## src/rtl/cdt_pkg.sv

```systemverilog
package cdt_pkg;
  typedef enum logic [1:0] {
    SRC_REF  = 2'd0,
    SRC_MID  = 2'd1,
    SRC_SLOW = 2'd2,
    SRC_MIN  = 2'd3
  } cdt_src_e;
  localparam int NUM_SRC = 4;
endpackage

```

## src/rtl/cdt_sync.sv

```systemverilog
module cdt_sync #(
  parameter int STAGES = 2
) (
  input  logic clk_i,
  input  logic rst_ni,
  input  logic d_i,
  output logic level_o,
  output logic rise_o
);
  logic [STAGES-1:0] sync_q;
  logic              prev_q;

  always_ff @(posedge clk_i or negedge rst_ni) begin
    if (!rst_ni) begin
      sync_q <= '0;
      prev_q <= 1'b0;
    end else begin
      sync_q <= {sync_q[STAGES-2:0], d_i};
      prev_q <= sync_q[STAGES-1];
    end
  end

  assign level_o = sync_q[STAGES-1];
  assign rise_o  = sync_q[STAGES-1] & ~prev_q;

  AST_RISE_ONE_CYCLE: assert property (@(posedge clk_i) disable iff (!rst_ni)
    rise_o |=> !rise_o);
endmodule

```

## src/rtl/cdt_prescale.sv

```systemverilog
module cdt_prescale
  import cdt_pkg::*;
#(
  parameter int MID_DIV  = 64,
  parameter int SLOW_DIV = 4096,
  parameter int MIN_DIV  = 60
) (
  input  logic               clk_i,
  input  logic               rst_ni,
  input  logic               restart_i,
  output logic [NUM_SRC-1:0] tick_o
);
  localparam int SLOW_W = $clog2(SLOW_DIV);
  localparam int MIN_W  = $clog2(MIN_DIV);
  localparam logic [SLOW_W-1:0] LOW_MASK = SLOW_W'(MID_DIV - 1);
  localparam logic [MIN_W-1:0]  MIN_LAST = MIN_W'(MIN_DIV - 1);

  logic [SLOW_W-1:0] div_q;
  logic [MIN_W-1:0]  min_q;
  logic              tick_mid, tick_slow, tick_min;

  assign tick_mid  = (div_q & LOW_MASK) == LOW_MASK;
  assign tick_slow = &div_q;
  assign tick_min  = tick_slow && (min_q == MIN_LAST);

  // Restart clears the stages above the mid rate; the mid phase runs free.
  always_ff @(posedge clk_i or negedge rst_ni) begin
    if (!rst_ni) begin
      div_q <= '0;
    end else if (restart_i) begin
      div_q <= (div_q + SLOW_W'(1)) & LOW_MASK;
    end else begin
      div_q <= div_q + SLOW_W'(1);
    end
  end

  always_ff @(posedge clk_i or negedge rst_ni) begin
    if (!rst_ni) begin
      min_q <= '0;
    end else if (restart_i) begin
      min_q <= '0;
    end else if (tick_slow) begin
      min_q <= (min_q == MIN_LAST) ? '0 : min_q + MIN_W'(1);
    end
  end

  assign tick_o[SRC_REF]  = 1'b1;
  assign tick_o[SRC_MID]  = tick_mid;
  assign tick_o[SRC_SLOW] = tick_slow;
  assign tick_o[SRC_MIN]  = tick_min;

  AST_RESTART_QUIET: assert property (@(posedge clk_i) disable iff (!rst_ni)
    restart_i |=> !tick_o[SRC_SLOW] && !tick_o[SRC_MIN]);
  AST_MIN_ON_SLOW: assert property (@(posedge clk_i) disable iff (!rst_ni)
    tick_o[SRC_MIN] |-> tick_o[SRC_SLOW]);
endmodule

```

## src/rtl/cdt_counter.sv

```systemverilog
module cdt_counter #(
  parameter int CNT_W = 8
) (
  input  logic             clk_i,
  input  logic             rst_ni,
  input  logic             load_i,
  input  logic             run_i,
  input  logic             tick_i,
  input  logic [CNT_W-1:0] reload_i,
  output logic [CNT_W-1:0] count_o,
  output logic             period_end_o
);
  logic [CNT_W-1:0] count_q;
  logic             end_q;

  always_ff @(posedge clk_i or negedge rst_ni) begin
    if (!rst_ni) begin
      count_q <= '0;
      end_q   <= 1'b0;
    end else begin
      end_q <= 1'b0;
      if (load_i) begin
        count_q <= reload_i;
      end else if (run_i && tick_i && count_q != '0) begin
        if (count_q == CNT_W'(1)) begin
          count_q <= reload_i;
          end_q   <= 1'b1;
        end else begin
          count_q <= count_q - CNT_W'(1);
        end
      end
    end
  end

  assign count_o      = count_q;
  assign period_end_o = end_q;

  AST_LOAD_VALUE: assert property (@(posedge clk_i) disable iff (!rst_ni)
    load_i |=> count_q == $past(reload_i));
  AST_DEC_STEP: assert property (@(posedge clk_i) disable iff (!rst_ni)
    (!load_i && run_i && tick_i && count_q > CNT_W'(1)) |=> count_q == $past(count_q) - CNT_W'(1));
  AST_RELOAD_VALUE: assert property (@(posedge clk_i) disable iff (!rst_ni)
    end_q |-> count_q == $past(reload_i));
  AST_IDLE_ZERO: assert property (@(posedge clk_i) disable iff (!rst_ni)
    (count_q == '0 && !load_i) |=> count_q == '0 && !end_q);
  AST_HOLD_OFF: assert property (@(posedge clk_i) disable iff (!rst_ni)
    (!run_i && !load_i) |=> $stable(count_q) && !end_q);
endmodule

```

## src/rtl/cd_timer.sv

```systemverilog
module cd_timer
  import cdt_pkg::*;
#(
  parameter int CNT_W       = 8,
  parameter int MID_DIV     = 64,
  parameter int SLOW_DIV    = 4096,
  parameter int MIN_DIV     = 60,
  parameter int SYNC_STAGES = 2
) (
  input  logic             clk_i,
  input  logic             rst_ni,
  input  logic             en_i,
  input  logic [1:0]       sel_i,
  input  logic [CNT_W-1:0] reload_i,
  output logic [CNT_W-1:0] count_o,
  output logic             period_end_o
);
  logic               en_lvl, en_rise;
  logic [NUM_SRC-1:0] ticks;
  logic               tick_sel;

  cdt_sync #(.STAGES(SYNC_STAGES)) u_sync (
    .clk_i   (clk_i),
    .rst_ni  (rst_ni),
    .d_i     (en_i),
    .level_o (en_lvl),
    .rise_o  (en_rise)
  );

  cdt_prescale #(
    .MID_DIV  (MID_DIV),
    .SLOW_DIV (SLOW_DIV),
    .MIN_DIV  (MIN_DIV)
  ) u_prescale (
    .clk_i     (clk_i),
    .rst_ni    (rst_ni),
    .restart_i (en_rise),
    .tick_o    (ticks)
  );

  assign tick_sel = ticks[sel_i];

  cdt_counter #(.CNT_W(CNT_W)) u_counter (
    .clk_i        (clk_i),
    .rst_ni       (rst_ni),
    .load_i       (en_rise),
    .run_i        (en_lvl),
    .tick_i       (tick_sel),
    .reload_i     (reload_i),
    .count_o      (count_o),
    .period_end_o (period_end_o)
  );

  AST_RESET_STATE: assert property (@(posedge clk_i)
    !rst_ni |-> count_o == '0 && !period_end_o);
endmodule

```

## config.mk

```make
export PLATFORM = sky130hd
export DESIGN_NAME = cd_timer
export DESIGN_NICKNAME = d
export VERILOG_FILES = /design/src/rtl/cdt_pkg.sv /design/src/rtl/cdt_sync.sv /design/src/rtl/cdt_prescale.sv /design/src/rtl/cdt_counter.sv /design/src/rtl/cd_timer.sv
export SDC_FILE = /design/constraint.sdc
export NUM_CORES = 1
export LEC_CHECK = 0
export BUFFER_PORTS_ARGS = -buffer_cell sky130_fd_sc_hd__buf_2
export CAP_MARGIN = 20
export CORE_UTILIZATION = 53
export CTS_BUF_LIST = sky130_fd_sc_hd__clkbuf_4
export CTS_CLUSTER_SIZE = 16
export DETAILED_ROUTE_END_ITERATION = 7
export HOLD_SLACK_MARGIN = 0.15
export PLACE_DENSITY = 0.77
export SYNTH_ARGS = -nofsm -noshare
export SYNTH_HDL_FRONTEND = slang
export SYNTH_SLANG_ARGS = --single-unit
```

## constraint.sdc

```tcl
create_clock -name clk_i -period 2.34 [get_ports clk_i]
set_input_delay 0.468 -clock clk_i [delete_from_list [all_inputs] [get_ports clk_i]]
set_output_delay 0.468 -clock clk_i [all_outputs]
set_load 0.01 [all_outputs]
```

; Word level (Yosys, flattened, before mapping)
; Index checks and enable logic that the tools add are counted.
[totals]
regBits = 30
word_cells = 34
output_inout_bits = 9
[classes]
n_reduce_logical = 7
n_eq_ne = 3
n_mux = 12
add_sub_neg = 3
bitwise_logic = 2
n_lt_le_gt_ge = 1
[op_table]
columns = op, count
row1 = 2-to-1 mux 8 bit, 3
row2 = 2-to-1 mux 6 bit, 3
row3 = "adder 12 x 1 -> 12 bit, second input constant", 1
row4 = "== test 6 bit, second input constant", 2
row5 = 2-to-1 mux 12 bit, 1
row6 = AND reduction 12 bit, 1
row7 = "== test 8 x 1 -> 1 bit, second input constant", 1
row8 = nonzero test 8 bit, 1
row9 = "subtractor 8 x 1 -> 8 bit, second input constant", 1
row10 = "adder 6 x 1 -> 6 bit, second input constant", 1
row11 = 2-to-1 mux 1 bit, 4
row12 = nonzero test 2 bit, 2
row13 = logical AND 1 bit, 3
row14 = "less-than comparator 2 x 3 -> 1 bit, second input constant", 1
row15 = binary-select mux 1 bit (select 2 bit), 1
row16 = AND 1 bit, 1
row17 = NOT 1 bit, 1

; Depth between registers and ports, before layout
[logic_depth]
word_depth = 8
mapped_depth = 7

; Modules after synthesis
; Synthesis repeated with hierarchy kept, for this count alone.
[unflattened]
hier_cells = 161
hier_area_um2 = 1686.6
[modules_own_cells]
columns = mod, area_per_inst_um2, cells_per_inst, seq_area_each_um2, instances
row1 = cdt_prescale, 919.6, 92, 450.4, 1
row2 = cdt_counter, 655.6, 64, 225.2, 1
row3 = cdt_sync, 88.8, 4, 75.1, 1
row4 = cd_timer, 22.5, 1, 0.0, 1

; Worst setup path before layout
; OpenSTA, ideal clock, no wires.
[synth_path]
path_kind = register -> register
startpoint = register u_prescale.div_q[0]
endpoint = register u_counter.count_q[0], in the netlist u_counter.count_o[0]
synth_period_minus_slack_ns = 2.196
path_stages_with_launch = 8
t_arrival_ns = 2.074
setup_slack_ns = 0.144
path_cell_list = dfrtp_1 -> ha_1 -> nand3_4 -> or4_4 -> buf_6 -> o211a_1 -> a211o_1 -> a32o_1
[synth_between]
elab_chain_cells = 7
elab_cells_between_ends = 8
cone_classes = eq/ne (1) / mux (2) / reduce/logical (5)
[synth_lines]
columns = item, line
row1 = "start, declared", cdt_prescale.sv:18  ; logic [SLOW_W-1:0] div_q;
row2 = "start signal, assigned", cdt_prescale.sv:31  ; div_q <= (div_q + SLOW_W'(1)) & LOW_MASK;
row3 = "start signal, assigned", cdt_prescale.sv:33  ; div_q <= div_q + SLOW_W'(1);
row4 = AND reduction 12 bit, cdt_prescale.sv:23  ; assign tick_slow = &div_q;
row5 = logical AND 1 bit, cdt_prescale.sv:24  ; assign tick_min = tick_slow && (min_q == MIN_LAST);
row6 = binary-select mux 1 bit (select 2 bit) (*), cd_timer.sv:41  ; assign tick_sel = ticks[sel_i];
row7 = 2-to-1 mux 1 bit (not written as such) (*), cd_timer.sv:41
row8 = logical AND 1 bit (*) (2 in a row), cdt_counter.sv:24  ; end else if (run_i && tick_i && count_q != '0) begin
row9 = nonzero test 2 bit (no line) (*), --
row10 = "end signal, assigned", cdt_counter.sv:23  ; count_q <= reload_i;
row11 = "end signal, assigned", cdt_counter.sv:26  ; count_q <= reload_i;
row12 = "end signal, assigned", cdt_counter.sv:29  ; count_q <= count_q - CNT_W'(1);
row13 = "end, declared", cdt_counter.sv:13  ; logic [CNT_W-1:0] count_q;
; Mark *: on every way between the ends. The rest lies on a longest branch, timed or not. The select of a mux whose other input is x is not followed.
; A chain may end at the register's enable or synchronous reset.

; Worst setup path after layout
[layout_path]
startpoint = register u_prescale.div_q[0]
endpoint = register u_counter.count_q[1], in the netlist u_counter.count_o[1]
; The elaborated chain is that of the path after synthesis.

==> key figures <==
Run status
  – Outcome: complete, but fails checks
  – Failing checks: design-rule violations

STA
  – RSZ-0062 raised after global routing: false
  – Max transition margin: around 56%
  – Setup_tns: 0 ps
  – Fmax: between 400 and 500 MHz
  – Final setup viols: 0
  – Setup Skew: 7.25 ps
  – Slew Limit Fails: 0
  – Fin crit share: roughly 95%
  – Least-Margin Pin Slew: between 600 and 700 ps
  – Fin crit period: 2220 ps
  – Hold Fails Final Rpt: 0

Worst setup path
  – Worst Setup End Kind: flop
  – Critical path class: reg2reg
  – Crit Path Max Fanout: 8
  – Critical path startpoint category: flop
  – Biggest cell delay along the critical path: 590 ps
  – CP max-delay cell: or4_4
  – CP required: between 2000 and 3000 ps
  – Critical-path cell list: ha_1, nand3_4, or4_4, o211a_1, a21oi_2, mux2i_1
  – CP Data Arrival Time: 2480 ps

Yosys
  – Synth area leaders: dfrtp_1, a21oi_1, nand2_1, ha_1, nor3_1
  – Synth unique cells: 41
  – Syn_area_per_cell: approximately 9.7 sq um
  – Post-Syn Area: approximately 1600 sq um
  – Async SR Flop Fraction: 100%
  – Yosys top cell by area: dfrtp_1
  – Main synth FF type: dfrtp_1
  – Commonest cells in the synthesized netlist: dfrtp_1, nand2_1, a21oi_1
  – Count leader, synth: dfrtp_1
  – Number of enable flip-flop cells after synthesis: 0
  – Top cell type's share of synthesized area: 46.2%
  – Seq/Total Area, Yosys: between 40 and 50%
  – YS warnings: 0
  – Post-synth net total: roughly 190
  – Synth Instances: around 170
  – FF+latch count, synth: 30

Cells and area
  – Multi-input combinational cell area: 822 sq um
  – Number of fill cells: approximately 230
  – Synth-to-layout area growth: 12.9%
  – Non-Filler Cell Area, Final: 1830 sq um
  – Layout cells sized above 1: 23.9%
  – Sequential cell area: about 750 sq um
  – Layout Utilization: approximately two thirds
  – Final #Nets: between 200 and 250
  – Ant. Diodes: 0

Clock tree
  – Post_cts resized: 0
  – Num Clock Sinks: 30
  – Setup bufs post-CTS: 0
  – CTS tree: built
  – Reg clk slew, reported paths: around 100 ps
  – H-tree depth: 2
  – Clk root buf: clkbuf_4
  – # hold bufs at CTS: 0
  – Clock Path Buffers: 2
  – Clk_lat worst skew: ~330 ps
  – TritonCTS buffer count: 5

Global routing
  – Number of global-route vias before repair: 1392
  – Overall routing resource usage: around a quarter
  – Largest net degree at the start of global routing: 31
  – Gr ovfl total: 0
  – Global-route wire length before repair: around 6100 um
  – Initial antenna violation count: 0

Power and ir drop
  – Internal power: ~770 uW
  – Sequential power share: a little over half
  – PnR Total Power: 1140 uW
  – Pwr dens: around 620 nW/um^2
  – P_leak: between 0.0008 and 0.0009 uW
  – Clock power share: 26.2%
  – Max IR drop VDD: roughly 0.00046 V
  – Psw: between 300 and 400 uW
  – Comb pwr share: 21.2%
  – Switching Fraction: about a third

Route
  – Detailed Route Iter0 Violations: 90
  – DRT Wirelength: 3420 um
  – Via/cell ratio: 6.12
  – DRC violations left: 1
  – Initial DRT Pass Iterations: 8
  – DR WL/cell: roughly 15 um
  – Vias: roughly 1400
  – Post-route ant nets: 0

Job
  – # Max-Cap Violations: 0

Placement
  – PortBufs: 21
  – Placer Congestion: about 0.9
  – Placed cell areas: about 1800 sq um
  – Post-DP HPWL: between 2000 and 2500 um

Floorplanning
  – Die extent in x: 57.4 um
  – Die Y-Extent: between 50 and 60 um
  – Initial core utilization: between 50 and 60%
  – Number of cell rows: 19
  – Ports: 22
  – Core area: 2830 sq um
  – Die area: ~3300 sq um

Worst hold path
  – Worst hold path class: in2async
[flip-flops by register name (all words and copies together) (netlist names)]
signal                  flops
u_counter.count_o           8
u_prescale.div_q           12
u_prescale.min_q            6
u_counter.period_end_o      1
u_sync.prev_q               1
u_sync.sync_q               2
[through the flow]
stage          instances  hold slack (ps)  setup slack, ps
2_1_floorplan        168              172              144
3_3_place_gp         220              339              221
3_5_place_dp         220              343              132
4_1_cts              228              172              110
5_1_grt              228              208             1.28
6_report             228              151              118
[area by class of cell]
| type | instances | area share [%] |
|---|---|---|
| multi-input cells | 126 | 44.8 |
| flip-flops and latches | 30 | 40.9 |
| repair buffers | 26 | 7.78 |
| well taps | 31 | 2.11 |
| clock buffers | 5 | 2.05 |
| inverters | 7 | 1.43 |
| clock inverters | 3 | 0.887 |
[power by group through the flow]
stage / clock network [uW] / logic [uW] / registers (uW)
4_1_cts: 309 / 245 / 600
3_5_place_dp: 0 / 244 / 609
3_3_place_gp: 0 / 225 / 606
2_1_floorplan: 0 / 134 / 616
5_1_grt: 328 / 271 / 609
6_report: 299 / 243 / 601
[worst max-delay path, delay by kind of cell, from the launching register on]
family	cells	cell delay (ps)
adders and majority gates	1	240
and+or+nand+nor	2	670
DFF	1	390
AOI/OAI and AO/OA	2	600
muxes	1	240
[cell usage in the layout (no fill, tap or decap), types with 2 or more instances in the layout]
| cell type | n |
|---|---|
| dfrtp_1 | 30 |
| buf_2 | 21 |
| nand2_1 | 17 |
| a21oi_1 | 13 |
| nor2_1 | 12 |
| nor3_1 | 9 |
| nand3_1 | 8 |
| o21ai_0 | 8 |
| inv_1 | 7 |
| xnor2_1 | 5 |
| a311oi_1 | 5 |
| ha_1 | 5 |
| clkbuf_4 | 5 |
| buf_4 | 5 |
| a31o_2 | 4 |
| or3_2 | 3 |
| o211a_1 | 3 |
| nor4_1 | 3 |
| nand2b_1 | 3 |
| xor2_1 | 2 |
| nor2b_1 | 2 |
| or3_1 | 2 |
| nand4_1 | 2 |
| o31ai_1 | 2 |
| mux2i_1 | 2 |
[final timing paths]
check / from / cells after the start / end / slack, ps
worst max-delay path: u_prescale.div_q[0] / 6 / u_counter.count_o[1] / 120
worst min-delay path: rst_ni / 1 / u_prescale.div_q[9] / 150
worst max register to register: u_prescale.div_q[0] / 6 / u_counter.count_o[1] / 120
worst min register to register: u_sync.sync_q[0] / 0 / u_sync.sync_q[1] / 360
max in group asynchronous: rst_ni / 1 / u_counter.count_o[6] / 1760
min in group clk_i: en_i / 1 / u_sync.sync_q[0] / 230
[layer usage]
metal,vias up,global-route usage (%),routed length [um]
met5,-,0,0
met4,0,10.5,68
met3,9,5.22,149
met2,40,41.7,1680
met1,675,28.2,1520
li1,672,-,-
[cells by family (layout without fill, tap and decap cells)]
family	after synthesis	count (layout)	synth area share (%)
and+or+nand+nor	67	67	22.6
AOI/OAI and AO/OA	45	45	19.2
DFF	30	30	46.2
buffers and inverters	12	41	3.23
xor gates and xnor gates	7	7	3.77
adders and majority gates	5	5	3.85
muxes	2	2	1.23
Power figures use the tool's default switching activity.
